## src/rtl/lvl_meter_pkg.sv

```systemverilog
package lvl_meter_pkg;

  // Number of lit segments for a gated magnitude: zero stays dark,
  // anything else lands in band (gmag >> shift) and lights band+1.
  function automatic int unsigned bar_len(input int unsigned gmag,
                                          input int unsigned shift);
    if (gmag == 0) return 0;
    return (gmag >> shift) + 1;
  endfunction

endpackage

```

## src/rtl/lvl_abs.sv

```systemverilog
module lvl_abs #(
  parameter int SW = 16
) (
  input  logic [SW-1:0] smp,
  output logic [SW-2:0] mag
);
  localparam logic [SW-1:0] MOST_NEG = {1'b1, {(SW-1){1'b0}}};

  logic [SW-1:0] negated;

  always_comb begin
    negated = -smp;
    if (smp == MOST_NEG)   mag = '1;
    else if (smp[SW-1])    mag = negated[SW-2:0];
    else                   mag = smp[SW-2:0];
  end
endmodule

```

## src/rtl/lvl_gate.sv

```systemverilog
module lvl_gate #(
  parameter int MW = 15,
  parameter int TH = 7
) (
  input  logic [MW-1:0] mag,
  output logic          pass,
  output logic [MW-1:0] gmag
);
  always_comb begin
    pass = (mag >= MW'(TH));
    gmag = pass ? mag : '0;
  end
endmodule

```

## src/rtl/lvl_bar.sv

```systemverilog
module lvl_bar
  import lvl_meter_pkg::*;
#(
  parameter int MW    = 15,
  parameter int LED_N = 16
) (
  input  logic [MW-1:0]                gmag,
  output logic [$clog2(LED_N):0]       cnt,
  output logic [LED_N-1:0]             therm
);
  localparam int BW = $clog2(LED_N);
  localparam int CW = BW + 1;
  localparam int SH = MW - BW;

  always_comb begin
    cnt = CW'(bar_len(32'(gmag), SH));
  end

  for (genvar i = 0; i < LED_N; i++) begin : g_seg
    assign therm[i] = (cnt > CW'(i));
  end
endmodule

```

## src/rtl/lvl_meter.sv

```systemverilog
module lvl_meter #(
  parameter int SW      = 16,
  parameter int LED_N   = 16,
  parameter int GATE_TH = 7
) (
  input  logic          clk,
  input  logic          rst,
  input  logic [SW-1:0] sample,
  input  logic          sample_valid,
  output logic [LED_N-1:0] led
);
  localparam int MW = SW - 1;
  localparam int CW = $clog2(LED_N) + 1;

  logic [MW-1:0]    mag;
  logic             pass;
  logic [MW-1:0]    gmag;
  logic [CW-1:0]    cnt;
  logic [LED_N-1:0] therm;

  lvl_abs #(.SW(SW)) u_abs (.smp(sample), .mag(mag));

  lvl_gate #(.MW(MW), .TH(GATE_TH)) u_gate (
    .mag(mag), .pass(pass), .gmag(gmag)
  );

  lvl_bar #(.MW(MW), .LED_N(LED_N)) u_bar (
    .gmag(gmag), .cnt(cnt), .therm(therm)
  );

  always_ff @(posedge clk) begin
    if (rst)               led <= '0;
    else if (sample_valid) led <= therm;
  end
endmodule

```

## config.mk

```make
export PLATFORM = sky130hd
export DESIGN_NAME = lvl_meter
export DESIGN_NICKNAME = d
export VERILOG_FILES = /design/src/rtl/lvl_meter_pkg.sv /design/src/rtl/lvl_abs.sv /design/src/rtl/lvl_gate.sv /design/src/rtl/lvl_bar.sv /design/src/rtl/lvl_meter.sv
export SDC_FILE = /design/constraint.sdc
export NUM_CORES = 1
export LEC_CHECK = 0
export ABC_AREA = 1
export BUFFER_PORTS_ARGS = -buffer_cell sky130_fd_sc_hd__buf_2
export CAP_MARGIN = 10
export CORE_ASPECT_RATIO = 0.8
export CORE_MARGIN = 2
export CORE_UTILIZATION = 55
export DETAILED_ROUTE_END_ITERATION = 8
export PLACE_DENSITY_LB_ADDON = 0.05
export RECOVER_POWER = 100
export REMOVE_ABC_BUFFERS = 1
export SYNTH_ARGS = -nofsm -noshare
export SYNTH_HDL_FRONTEND = slang
export SYNTH_HIERARCHICAL = 1
export SYNTH_SLANG_ARGS = --single-unit
```

## constraint.sdc

```tcl
create_clock -name clk -period 3.1 [get_ports clk]
set_input_delay 0.155 -clock clk [delete_from_list [all_inputs] [get_ports clk]]
set_output_delay 0.155 -clock clk [all_outputs]
set_load 0.02 [all_outputs]
```

# After elaboration in Yosys (flattened, before gate mapping)
# Cells that the tools add are included.
# W data, S select, Z words.
word_totals:
  word_cells: 27
  out_inout_bits: 16
  ff_bits: 16
op_classes:
  muxes: 5
  n_reduce_logical: 1
  n_lt_le_gt_ge: 17
  eq_ne: 1
  n_addsub: 2
ops:
  columns: ["cell", "n"]
  rows:
  - ["$mux W15", 3]
  - ["$gt A5 B4 Y1 const B", 8]
  - ["$gt A5 B3 Y1 const B", 4]
  - ["$eq A16 B16 Y1 const B", 1]
  - ["$ge A15 B3 Y1 const B", 1]
  - ["$logic_not A15 Y1", 1]
  - ["$neg A15 Y15", 1]
  - ["$gt A5 B1 Y1 const B", 2]
  - ["$gt A5 B2 Y1 const B", 2]
  - ["$add A4 B1 Y5 const B", 1]
  - ["$mux W5", 1]
  - ["$mux W1", 1]

# Depth between registers and ports, before layout
# Gate-level depths: netlist of the first run.
logic_depth:
  word_depth: 9
  ltp_mapped: 25

# Hierarchy
# Netlist of the first run, hierarchy kept.
by_module_without_submodules:
  columns: ["module", "instances", "area_each_um2", "cells_each"]
  rows:
  - ["lvl_meter", 1, 670.6, 101]
  - ["lvl_abs", 1, 488.0, 93]
  - ["lvl_bar", 1, 371.6, 67]
  - ["lvl_gate", 1, 131.4, 32]

# Worst setup path before layout of the first run
# Ideal clock, no wire load.
synth_path:
  kind: "in2reg"
  from: "in sample[0]"
  to: "reg led[2]"
  setup_slack_ns: 0.780
  path_buffers: 0
  arrival_time_ns: 2.206
  path_stages: 22
  setup_time_ns: 0.113
  cell_sequence: "inv_1 ha_1 nand2_1 o21ai_0 xor2_1 nand2_1 nor2_1 nand2_1 nor2_2 a21oi_1 nor2_1 nand2_1 nor2_1 nand2_4 nand2_2 inv_2 nor2_4 o21ai_2 inv_1 nand2_1 nand2_1 nor2_1"
synth_between:
  elab_chain_cells: 9
  elab_cells_between_ends: 11
  cone_classes: "2 x add/sub; 2 x order compare; 1 x eq/ne; 5 x mux; 1 x reduce/logical"
synth_rtl:
  columns: ["item", "line", "text"]
  rows:
  - ["start: declaration", "lvl_meter.sv:8", "input logic [SW-1:0] sample,"]
  - ["$neg A15 Y15", "lvl_abs.sv:12", "negated = -smp;"]
  - ["$mux W15", "lvl_abs.sv:14", "else if (smp[SW-1]) mag = negated[SW-2:0];"]
  - ["$mux W15 *", "lvl_abs.sv:13", "if (smp == MOST_NEG) mag = '1;"]
  - ["named net mag[6]", "lvl_meter.sv:15", "logic [MW-1:0] mag;"]
  - ["$ge A15 B3 Y1 *", "lvl_gate.sv:10", "pass = (mag >= MW'(TH));"]
  - ["$mux W15 *", "lvl_gate.sv:11", "gmag = pass ? mag : '0;"]
  - ["named net gmag[1]", "lvl_meter.sv:17", "logic [MW-1:0] gmag;"]
  - ["$logic_not A15 Y1 *", "lvl_meter_pkg.sv:7", "if (gmag == 0) return 0;"]
  - ["$mux W1 *", "lvl_meter_pkg.sv:7", null]
  - ["$mux W5 *", "lvl_meter_pkg.sv:8", "return (gmag >> shift) + 1;"]
  - ["named net cnt[2]", "lvl_meter.sv:18", "logic [CW-1:0] cnt;"]
  - ["$gt A5 B2 Y1 *", "lvl_bar.sv:20", "assign therm[i] = (cnt > CW'(i));"]
  - ["named net therm[2]", "lvl_meter.sv:19", "logic [LED_N-1:0] therm;"]
  - ["end signal: assignment", "lvl_meter.sv:33", "else if (sample_valid) led <= therm;"]
  - ["end: declaration", "lvl_meter.sv:10", "output logic [LED_N-1:0] led"]
# Mark *: on every way through the listed nets, which the timed path passes. The rest lies on a longest branch.
# A chain may end at the register's enable or synchronous reset.

# Worst setup path in the final report of the first run
layout_path:
  from: "in sample[0]"
  to: "reg led[4]"
layout_between:
  elab_chain_cells: 9
  elab_cells_between_ends: 11
  cone_classes: "2 x add/sub; 2 x order compare; 1 x eq/ne; 5 x mux; 1 x reduce/logical"
layout_rtl:
  columns: ["item", "line"]
  rows:
  - ["$neg A15 Y15", "lvl_abs.sv:12"]
  - ["$mux W15", "lvl_abs.sv:14"]
  - ["$mux W15 *", "lvl_abs.sv:13"]
  - ["named net mag[12]", "lvl_meter.sv:15"]
  - ["$ge A15 B3 Y1 *", "lvl_gate.sv:10"]
  - ["$mux W15 *", "lvl_gate.sv:11"]
  - ["named net gmag[1]", "lvl_meter.sv:17"]
  - ["$logic_not A15 Y1 *", "lvl_meter_pkg.sv:7"]
  - ["$mux W1 *", "lvl_meter_pkg.sv:7"]
  - ["$mux W5 *", "lvl_meter_pkg.sv:8"]
  - ["named net cnt[1]", "lvl_meter.sv:18"]
  - ["$gt A5 B3 Y1 *", "lvl_bar.sv:20"]
  - ["named net therm[4]", "lvl_meter.sv:19"]
# Marks and branches as above.

==> flow_summary.ini, run 1 <==
[floorplanning]
rows = 17
die_area_mm2 = 0.00347
pin_count = 35
die_w_um = 65.4
core-area_mm2 = 0.00281
start_util_pct = 59.0
die_height_um = 53.1

[global_routing]
grt_pass1_wl_mm = 5.67
gr-total-overflow = 0
grtUsageTotal_pct = 20.7
antenna_found_initial = 0
first_global_vias = 1361
grt_max_degree = 33

[detailed_routing]
wire_per_inst_um = 9.06
drc = 0
drtIter0Drc = 80
routed_wl_mm = 3.17
vias = 1627
viasPerCell = 4.65
drt.antenna.violating_nets = 0
firstDrtPassIters = 4

[clocking]
hold_buffers = 0
clock_sinks = 16
cts_inserted_buffers = 3
cts_tree = yes
ctsResizeCount = 0
cts_root_buffer = clkbuf_8
cts.htree.levels = 1
clock_latency_ns = 0.24
cts_buffer_depth = 2
cts_setup_buffers = 0
path_clk_slew_ns = 0.06

[placement]
place_congestion = 0.909
portBuffers = 34
placed_cells = 347
hpwl_mm = 2.53

[finish]
final_cells = 350
drive_above_1_share_pct = 17.6
nets = 335
area_growth_pct = 8.38
largest_reg_flops = 16
utilization_pct = 64.0
diodes = 0
biggestRegsByFlops = led (16)
top_register = led

[sta]
hold_viol_final = 0
tightestPinTransition_ns = 0.514
slew_headroom_pct = 65.7
drv_slew = 0
fmax_mhz = 386
min_period_ns = 2.59
min_period_over_period_pct = 83.5
finalSetupViolCount = 0
tns_ns = 0
grt_setup_unrepaired = false
holdWs_ns = 0.378
clock_skew_ns = 0

[hold_path]
hp-class = in2reg

[critical_path]
required_ns = 3.24
end_kind = flop
startpoint_type = primary input
cp_max_fo = 6
worstPathArrival_ns = 2.72
path_class = in2reg

[power_and_ir_drop]
total_power_uw = 645
pwr_density_cell_mw_per_mm2 = 359
ir_drop_v = 0.000311
leakage_uw = 0.00102

[status]
status = complete, no violations

[synth]
syn_avg_cell_area_um2 = 5.68
syn-cell-area_mm2 = 0.00166
syn_inst = 292
synth.yosys.warnings = 6

[job]
maxCapViolCount = 0
[report_power, final]
| part | switching [uW] | total [uW] | internal [uW] |
|---|---|---|---|
| Sequential | 8.32 | 232 | 224 |
| Combinational | 176 | 267 | 91.3 |
| Clock | 60.6 | 146 | 85.8 |
| Total | 244 | 645 | 401 |
[final cells by class]
cell class,count,area [um2]
Clock buffer,3,41.3
Timing Repair Buffer,36,165
Tap cell,38,47.5
Fill cell,323,1010
Sequential cell,16,320
Multi-Input combinational cell,212,1050
Inverter,45,171
[cells in the final DEF (no fill, tap or decap), types with 4 or more instances in the layout]
cell type	count
nand2_1	83
nor2_1	58
inv_1	39
nand3_1	23
buf_2	18
dfxtp_1	16
clkbuf_1	16
nor2_2	7
inv_2	5
o21ai_0	5
xor2_1	5
nand4_1	4
[per-stage QoR]
step / worst slack [ns] / instance area (um2)
6_report: 0.513 / 1800
5_1_grt: 0.134 / 1800
4_1_cts: 0.563 / 1820
3_5_place_dp: 0.337 / 1780
3_3_place_gp: 0.399 / 1780
2_1_floorplan: 0.727 / 1550
[worst max-delay path: stages]
cell	delay (ns)
buf_2	0.09
inv_1	0.08
ha_1	0.17
nand2_1	0.10
nor2_2	0.24
nand3_1	0.14
nand2_1	0.08
nand2_1	0.05
nand2_1	0.05
nand2_1	0.11
nor2_1	0.11
nand2_1	0.07
nor2_1	0.18
a21oi_1	0.09
nor2_1	0.10
nand2_1	0.05
nor2_1	0.17
nand2_4	0.12
nand2_4	0.09
inv_1	0.07
nor2_1	0.13
nor2_2	0.04
inv_1	0.06
nand2_1	0.05
nand2_1	0.09
nor2_2	0.03
[path summary, 6_finish.rpt]
check | startpoint | endpoint | slack (ns) | cells after the start
setup / recovery | sample[0] | led[4] | 0.51 | 26
hold / removal | rst | led[10] | 0.38 | 4
setup reg to reg | led[4] | led[4] | 2.52 | 2
hold reg to reg | led[11] | led[11] | 0.47 | 2
[per-layer routing]
layer  GRT usage, %  share of wire (%)  vias up
met5              0                  0        -
met4           1.04                  0        0
met3           5.11                3.7        0
met2           32.7                 37       24
met1           29.8                 59      682
li1               -                  -      921
No activity file was read; power rests on OpenSTA's default activity.
==> inputs of run 2 (changes only) <==
--- a/config.mk
+++ b/config.mk
@@ -10,7 +10,7 @@
 export CAP_MARGIN = 10
 export CORE_ASPECT_RATIO = 0.8
 export CORE_MARGIN = 2
-export CORE_UTILIZATION = 55
+export CORE_UTILIZATION = 50
 export DETAILED_ROUTE_END_ITERATION = 8
 export PLACE_DENSITY_LB_ADDON = 0.05
 export RECOVER_POWER = 100
==> constraint.sdc (replaced) <==
create_clock -name clk -period 2.15 [get_ports clk]
set_input_delay 0.1075 -clock clk [delete_from_list [all_inputs] [get_ports clk]]
set_output_delay 0.1075 -clock clk [all_outputs]
set_load 0.02 [all_outputs]
==> flow_summary.ini, run 2 (synthesized netlist as in run 1, its figures left out) <==
[sta]
finalSetupViolCount = 4
drv_slew = 0
clock_skew_ns = 0
final.setup.worst_slack_ns = -0.0471
fmax_mhz = 455
grt_setup_unrepaired = true
min_period_over_period_pct = 102
min_period_ns = 2.20
tightestPinTransition_ns = 0.514
hold_viol_final = 0
slew_headroom_pct = 65.8
tns_ns = -0.140

[critical_path]
end_kind = flop
path_class = in2reg
cp_max_fo = 6
required_ns = 2.31
startpoint_type = primary input
worstPathArrival_ns = 2.35

[finish]
largest_reg_flops = 16
layout_common_cells = 79 x nand2_1, 52 x buf_4, 48 x nor2_1
drive_above_1_share_pct = 37.8
layout_commonest_cell = nand2_1
nets = 390
top_register = led
area_growth_pct = 45.8
biggestRegsByFlops = led (16)
diodes = 0
design_area_mm2 = 0.00242
fillers = 258

[status]
status = complete, but fails checks
violations = negative setup slack

[detailed_routing]
drtIter0Drc = 92
drt.antenna.violating_nets = 0
viasPerCell = 4.79
vias = 1955
drc = 0
firstDrtPassIters = 4
wire_per_inst_um = 10.7
routed_wl_mm = 4.37

[floorplanning]
die_height_um = 55.5
rows = 18
die_w_um = 68.4
pin_count = 35
core-area_mm2 = 0.00313
start_util_pct = 53.0
die_area_mm2 = 0.00380

[global_routing]
gr-total-overflow = 0
first_global_vias = 1655
antenna_found_initial = 0
grtUsageTotal_pct = 23.5
grt_pass1_wl_mm = 7.02
grt_max_degree = 33

[clocking]
cts_root_buffer = clkbuf_8
path_clk_slew_ns = 0.06
cts_tree = yes
clock_latency_ns = 0.26
cts_inserted_buffers = 3
cts.htree.levels = 1
hold_buffers = 0
clock_sinks = 16
cts_buffer_depth = 2

[power_and_ir_drop]
ir_drop_v = 0.000510
total_power_uw = 1160
pwr_density_cell_mw_per_mm2 = 478
leakage_uw = 0.00132

[placement]
placed_cell_area_mm2 = 0.00212
portBuffers = 34
hpwl_mm = 2.89
place_congestion = 0.879

[job]
maxCapViolCount = 0

[hold_path]
hp-class = in2reg
[run 2: cell types whose count changed in the layout (fill, tap and decap cells not counted), sizes merged]
cell,delta
nand4,+1
clkbuf,+1
buf,+53
a21oi,+1
[run 2: critical path, stage by stage]
cell and delay, ns:
buf_6 0.10, inv_6 0.06, ha_4 0.14, nand2_4 0.07, nor2_4 0.18, nand3_2 0.10
nand2_1 0.07, nand2_1 0.04, nand2_1 0.06, nand2_1 0.07, nor2_1 0.10, nand2_1 0.08
nor2_2 0.12, a21oi_1 0.08, nor2_1 0.10, nand2_1 0.06, nor2_2 0.12, nand2_4 0.12
buf_4 0.15, nand3_1 0.06, nand2_1 0.07, inv_1 0.05, nand2_1 0.04, inv_1 0.05
nand2_1 0.04, nand2_1 0.07, nor2_1 0.04
[run 2: cell type report]
cell class	count	area, um2	share of cell area (%)
Tap cell	40	50.0	2.07
Clock buffer	4	55.1	2.28
Timing Repair Buffer	89	597	24.7
Multi-Input combinational cell	214	1210	50.0
Inverter	45	186	7.71
Sequential cell	16	320	13.3
[run 2: final timing paths]
check | from | to | slack, ns | cells past startpoint
worst max-delay path | sample[0] | led[10] | -0.05 | 27
worst max register to register | led[4] | led[4] | 1.57 | 2
worst min register to register | led[6] | led[6] | 0.47 | 2
worst min-delay path | rst | led[0] | 0.32 | 4
[run 2: metal layers]
metal	track usage [%]	wire length (um)	up-vias
li1	-	-	1035
met3	4.89	241	3
met5	0	0	-
met1	34.8	2160	868
met4	3.43	23	0
met2	35.4	1940	49
[run 2: stage by stage]
stage          std cells  hold slack, ns  util, %  worst slack (ns)
6_report             408           0.322     77.2           -0.0471
3_3_place_gp         394           0.451     67.7            -0.444
4_1_cts              404           0.313     75.6           0.00494
2_1_floorplan        273           0.237        -            -0.176
3_5_place_dp         394           0.460     67.7            -0.506
5_1_grt              408           0.341     77.2            -0.270
[run 2: where the power goes]
group	leakage (uW)	switching (uW)	internal, uW
sequential	0.000133	11.8	322
clock	0.0000288	109	163
combinational	0.00116	316	233
[run 2: repair_timing]
item | in CTS | in global routing
buffers inserted | 4 | 4
pin swaps | 19 | 13
cloned | 2 | 0
gates resized for setup | 38 | 16
setup endpoints to repair | 14 | 14
==> inputs of run 3 (changes only) <==
--- a/config.mk
+++ b/config.mk
@@ -5,17 +5,15 @@
 export SDC_FILE = /design/constraint.sdc
 export NUM_CORES = 1
 export LEC_CHECK = 0
-export ABC_AREA = 1
 export BUFFER_PORTS_ARGS = -buffer_cell sky130_fd_sc_hd__buf_2
 export CAP_MARGIN = 10
 export CORE_ASPECT_RATIO = 0.8
 export CORE_MARGIN = 2
-export CORE_UTILIZATION = 50
+export CORE_UTILIZATION = 46
 export DETAILED_ROUTE_END_ITERATION = 8
 export PLACE_DENSITY_LB_ADDON = 0.05
 export RECOVER_POWER = 100
 export REMOVE_ABC_BUFFERS = 1
 export SYNTH_ARGS = -nofsm -noshare
 export SYNTH_HDL_FRONTEND = slang
-export SYNTH_HIERARCHICAL = 1
 export SYNTH_SLANG_ARGS = --single-unit
==> flow_summary.ini, run 3 <==
[status]
status = complete, no violations

[detailed_routing]
routed_wl_mm = 3.18
drtIter0Drc = 79
viasPerCell = 5.58
firstDrtPassIters = 4
vias = 1333
wire_per_inst_um = 13.3
drt.antenna.violating_nets = 0
drc = 0

[sta]
finalSetupViolCount = 0
min_period_ns = 1.93
clock_skew_ns = 0
fmax_mhz = 518
grt_setup_unrepaired = false
tightestPinTransition_ns = 0.479
final.setup.worst_slack_ns = 0.219
hold_viol_final = 0
slew_headroom_pct = 67.6
holdWs_ns = 0.189
min_period_over_period_pct = 89.8
drv_slew = 0

[placement]
portBuffers = 34
placed_cells = 236
preCtsSetupSlack_ns = -0.0972
hpwl_mm = 2.57
placed_cell_area_mm2 = 0.00163
place_congestion = 0.845

[synth]
yosysSeqAreaShare_pct = 25.9
ys_top_cells_by_count = 17 x nor2_1, 16 x dfxtp_1, 11 x nand2_1, 8 x nand2b_1, 7 x clkbuf_1
synth.yosys.warnings = 0
synth_ff_type = dfxtp_1
synth_edf_count = 0
yosys.area.top_type = dfxtp_1
yosysUniqueCellTypes = 50
async_reset_ff_share_pct = 0
ys_ff_latch = 16
syn_inst = 147
netlist.area_leader.share_pct = 25.9
syn_avg_cell_area_um2 = 8.41
synthTopCellsByArea = dfxtp_1 26%, nor2_1 5.2%, a211oi_2 4.0%
synth_most_common_cell = nor2_1
syn-cell-area_mm2 = 0.00124

[finish]
diodes = 0
area_growth_pct = 30.9
layout_commonest_cell = buf_4
nets = 225
layout_common_cells = 28 x buf_4, 18 x clkbuf_1, 17 x nor2_1, 17 x buf_2, 16 x dfxtp_1
design_area_mm2 = 0.00162
drive_above_1_share_pct = 32.0
multi_input_area_um2 = 832
biggestRegsByFlops = led (16)
regArea_um2 = 320
largest_reg_flops = 16
final_cells = 239
fillers = 228
top_register = led

[power_and_ir_drop]
seqPwrFrac_pct = 45.3
switching_share_pct = 32.8
leakage_uw = 0.000647
pwr_density_cell_mw_per_mm2 = 445
ir_drop_v = 0.000319
p_int_uw = 484
total_power_uw = 720
switchingPower_uw = 237
clockPowerShare_pct = 20.9
power_frac_comb_pct = 33.8

[clocking]
cts.htree.levels = 1
clock_latency_ns = 0.28
cts_tree = yes
path_clk_slew_ns = 0.08
clock_sinks = 16
hold_buffers = 0
cts_setup_buffers = 0
cts_root_buffer = clkbuf_4
ctsResizeCount = 0
cts_buffer_depth = 2
cts_inserted_buffers = 3

[floorplanning]
start_util_pct = 49.4
core-area_mm2 = 0.00250
die_height_um = 50.4
die_w_um = 62.0
pin_count = 35
rows = 16
die_area_mm2 = 0.00312

[critical_path]
r2r-start = led[2]
required_ns = 2.30
cp_max_fo = 5
critPathSlowestCell = or4b_1
worstPathArrival_ns = 2.08
crit_start = sample[0]
end_kind = flop
critPathMaxStageDelay_ns = 0.60
worstPathCellList = buf_2, inv_1, ha_1, or4b_1, nor3_1, mux2i_1, nand3_1, nor4_1, a31oi_1
path_class = in2reg
startpoint_type = primary input

[global_routing]
gr-total-overflow = 0
met3_usage_pct = 6.19
grt_pass1_wl_mm = 5.49
grt_max_degree = 29
grt.met1_usage_pct = 33.9
grtUsageTotal_pct = 23.6
first_global_vias = 1217
top_usage_layer = met2
antenna_found_initial = 0
grt_use_met2_pct = 36.6

[hold_path]
hp-start = rst
hp-class = in2reg

[job]
maxCapViolCount = 0
-- run 3: worst paths after layout --
kind	end	slack, ns	cells after the start
worst max register to register	led[2]	1.44	2
worst max-delay path	led[0]	0.22	9
worst min-delay path	led[9]	0.19	2
worst min register to register	led[9]	0.47	2
-- run 3: critical path, delay by kind of cell --
| family | cells | cell delay [ns] |
|---|---|---|
| compound gates | 1 | 0.12 |
| fa+ha+maj | 1 | 0.16 |
| buf+inv | 2 | 0.15 |
| mux | 1 | 0.21 |
| simple gates | 4 | 1.33 |
-- run 3: area by class of cell --
class / count / share of cell area, %
clock buffers: 3 / 1.39
inverters: 4 / 0.928
multi-input cells: 116 / 51.4
flip-flops and latches: 16 / 19.8
well taps: 36 / 2.78
repair buffers: 64 / 23.7
-- run 3: power groups by stage --
stage	Combinational [uW]	Clock [uW]	Sequential (uW)
after global routing	268	177	330
after floorplan	102	0	359
after global placement	246	0	332
after detailed placement	252	0	333
after CTS	252	159	326
final	243	150	326
-- run 3: per-stage QoR --
| stage | setup TNS [ns] | utilization (%) |
|---|---|---|
| finish | 0 | 64.6 |
| global route | 0 | 64.6 |
| CTS | 0 | 66.1 |
| detailed placement | -0.471 | 65.1 |
| global placement | -0.140 | 65.1 |
| floorplan | -0.00632 | - |
-- run 3: logic make-up (layout without fill, tap and decap cells) --
family | after synthesis | count (layout) | synth area share, %
and+or+nand+nor | 69 | 69 | 34.2
AOI/OAI and AO/OA | 39 | 39 | 26.3
DFF | 16 | 16 | 25.9
buffers and inverters | 15 | 71 | 5.97
muxes | 4 | 4 | 4.45
xor gates and xnor gates | 3 | 3 | 2.13
adders and majority gates | 1 | 1 | 1.01
-- run 3: metal layers --
metal	up-vias	wire length, um	part of all wire [%]
met3	2	193	6.1
met1	617	1540	48
li1	673	-	-
met5	-	0	0
met4	0	4	0.13
met2	41	1440	45
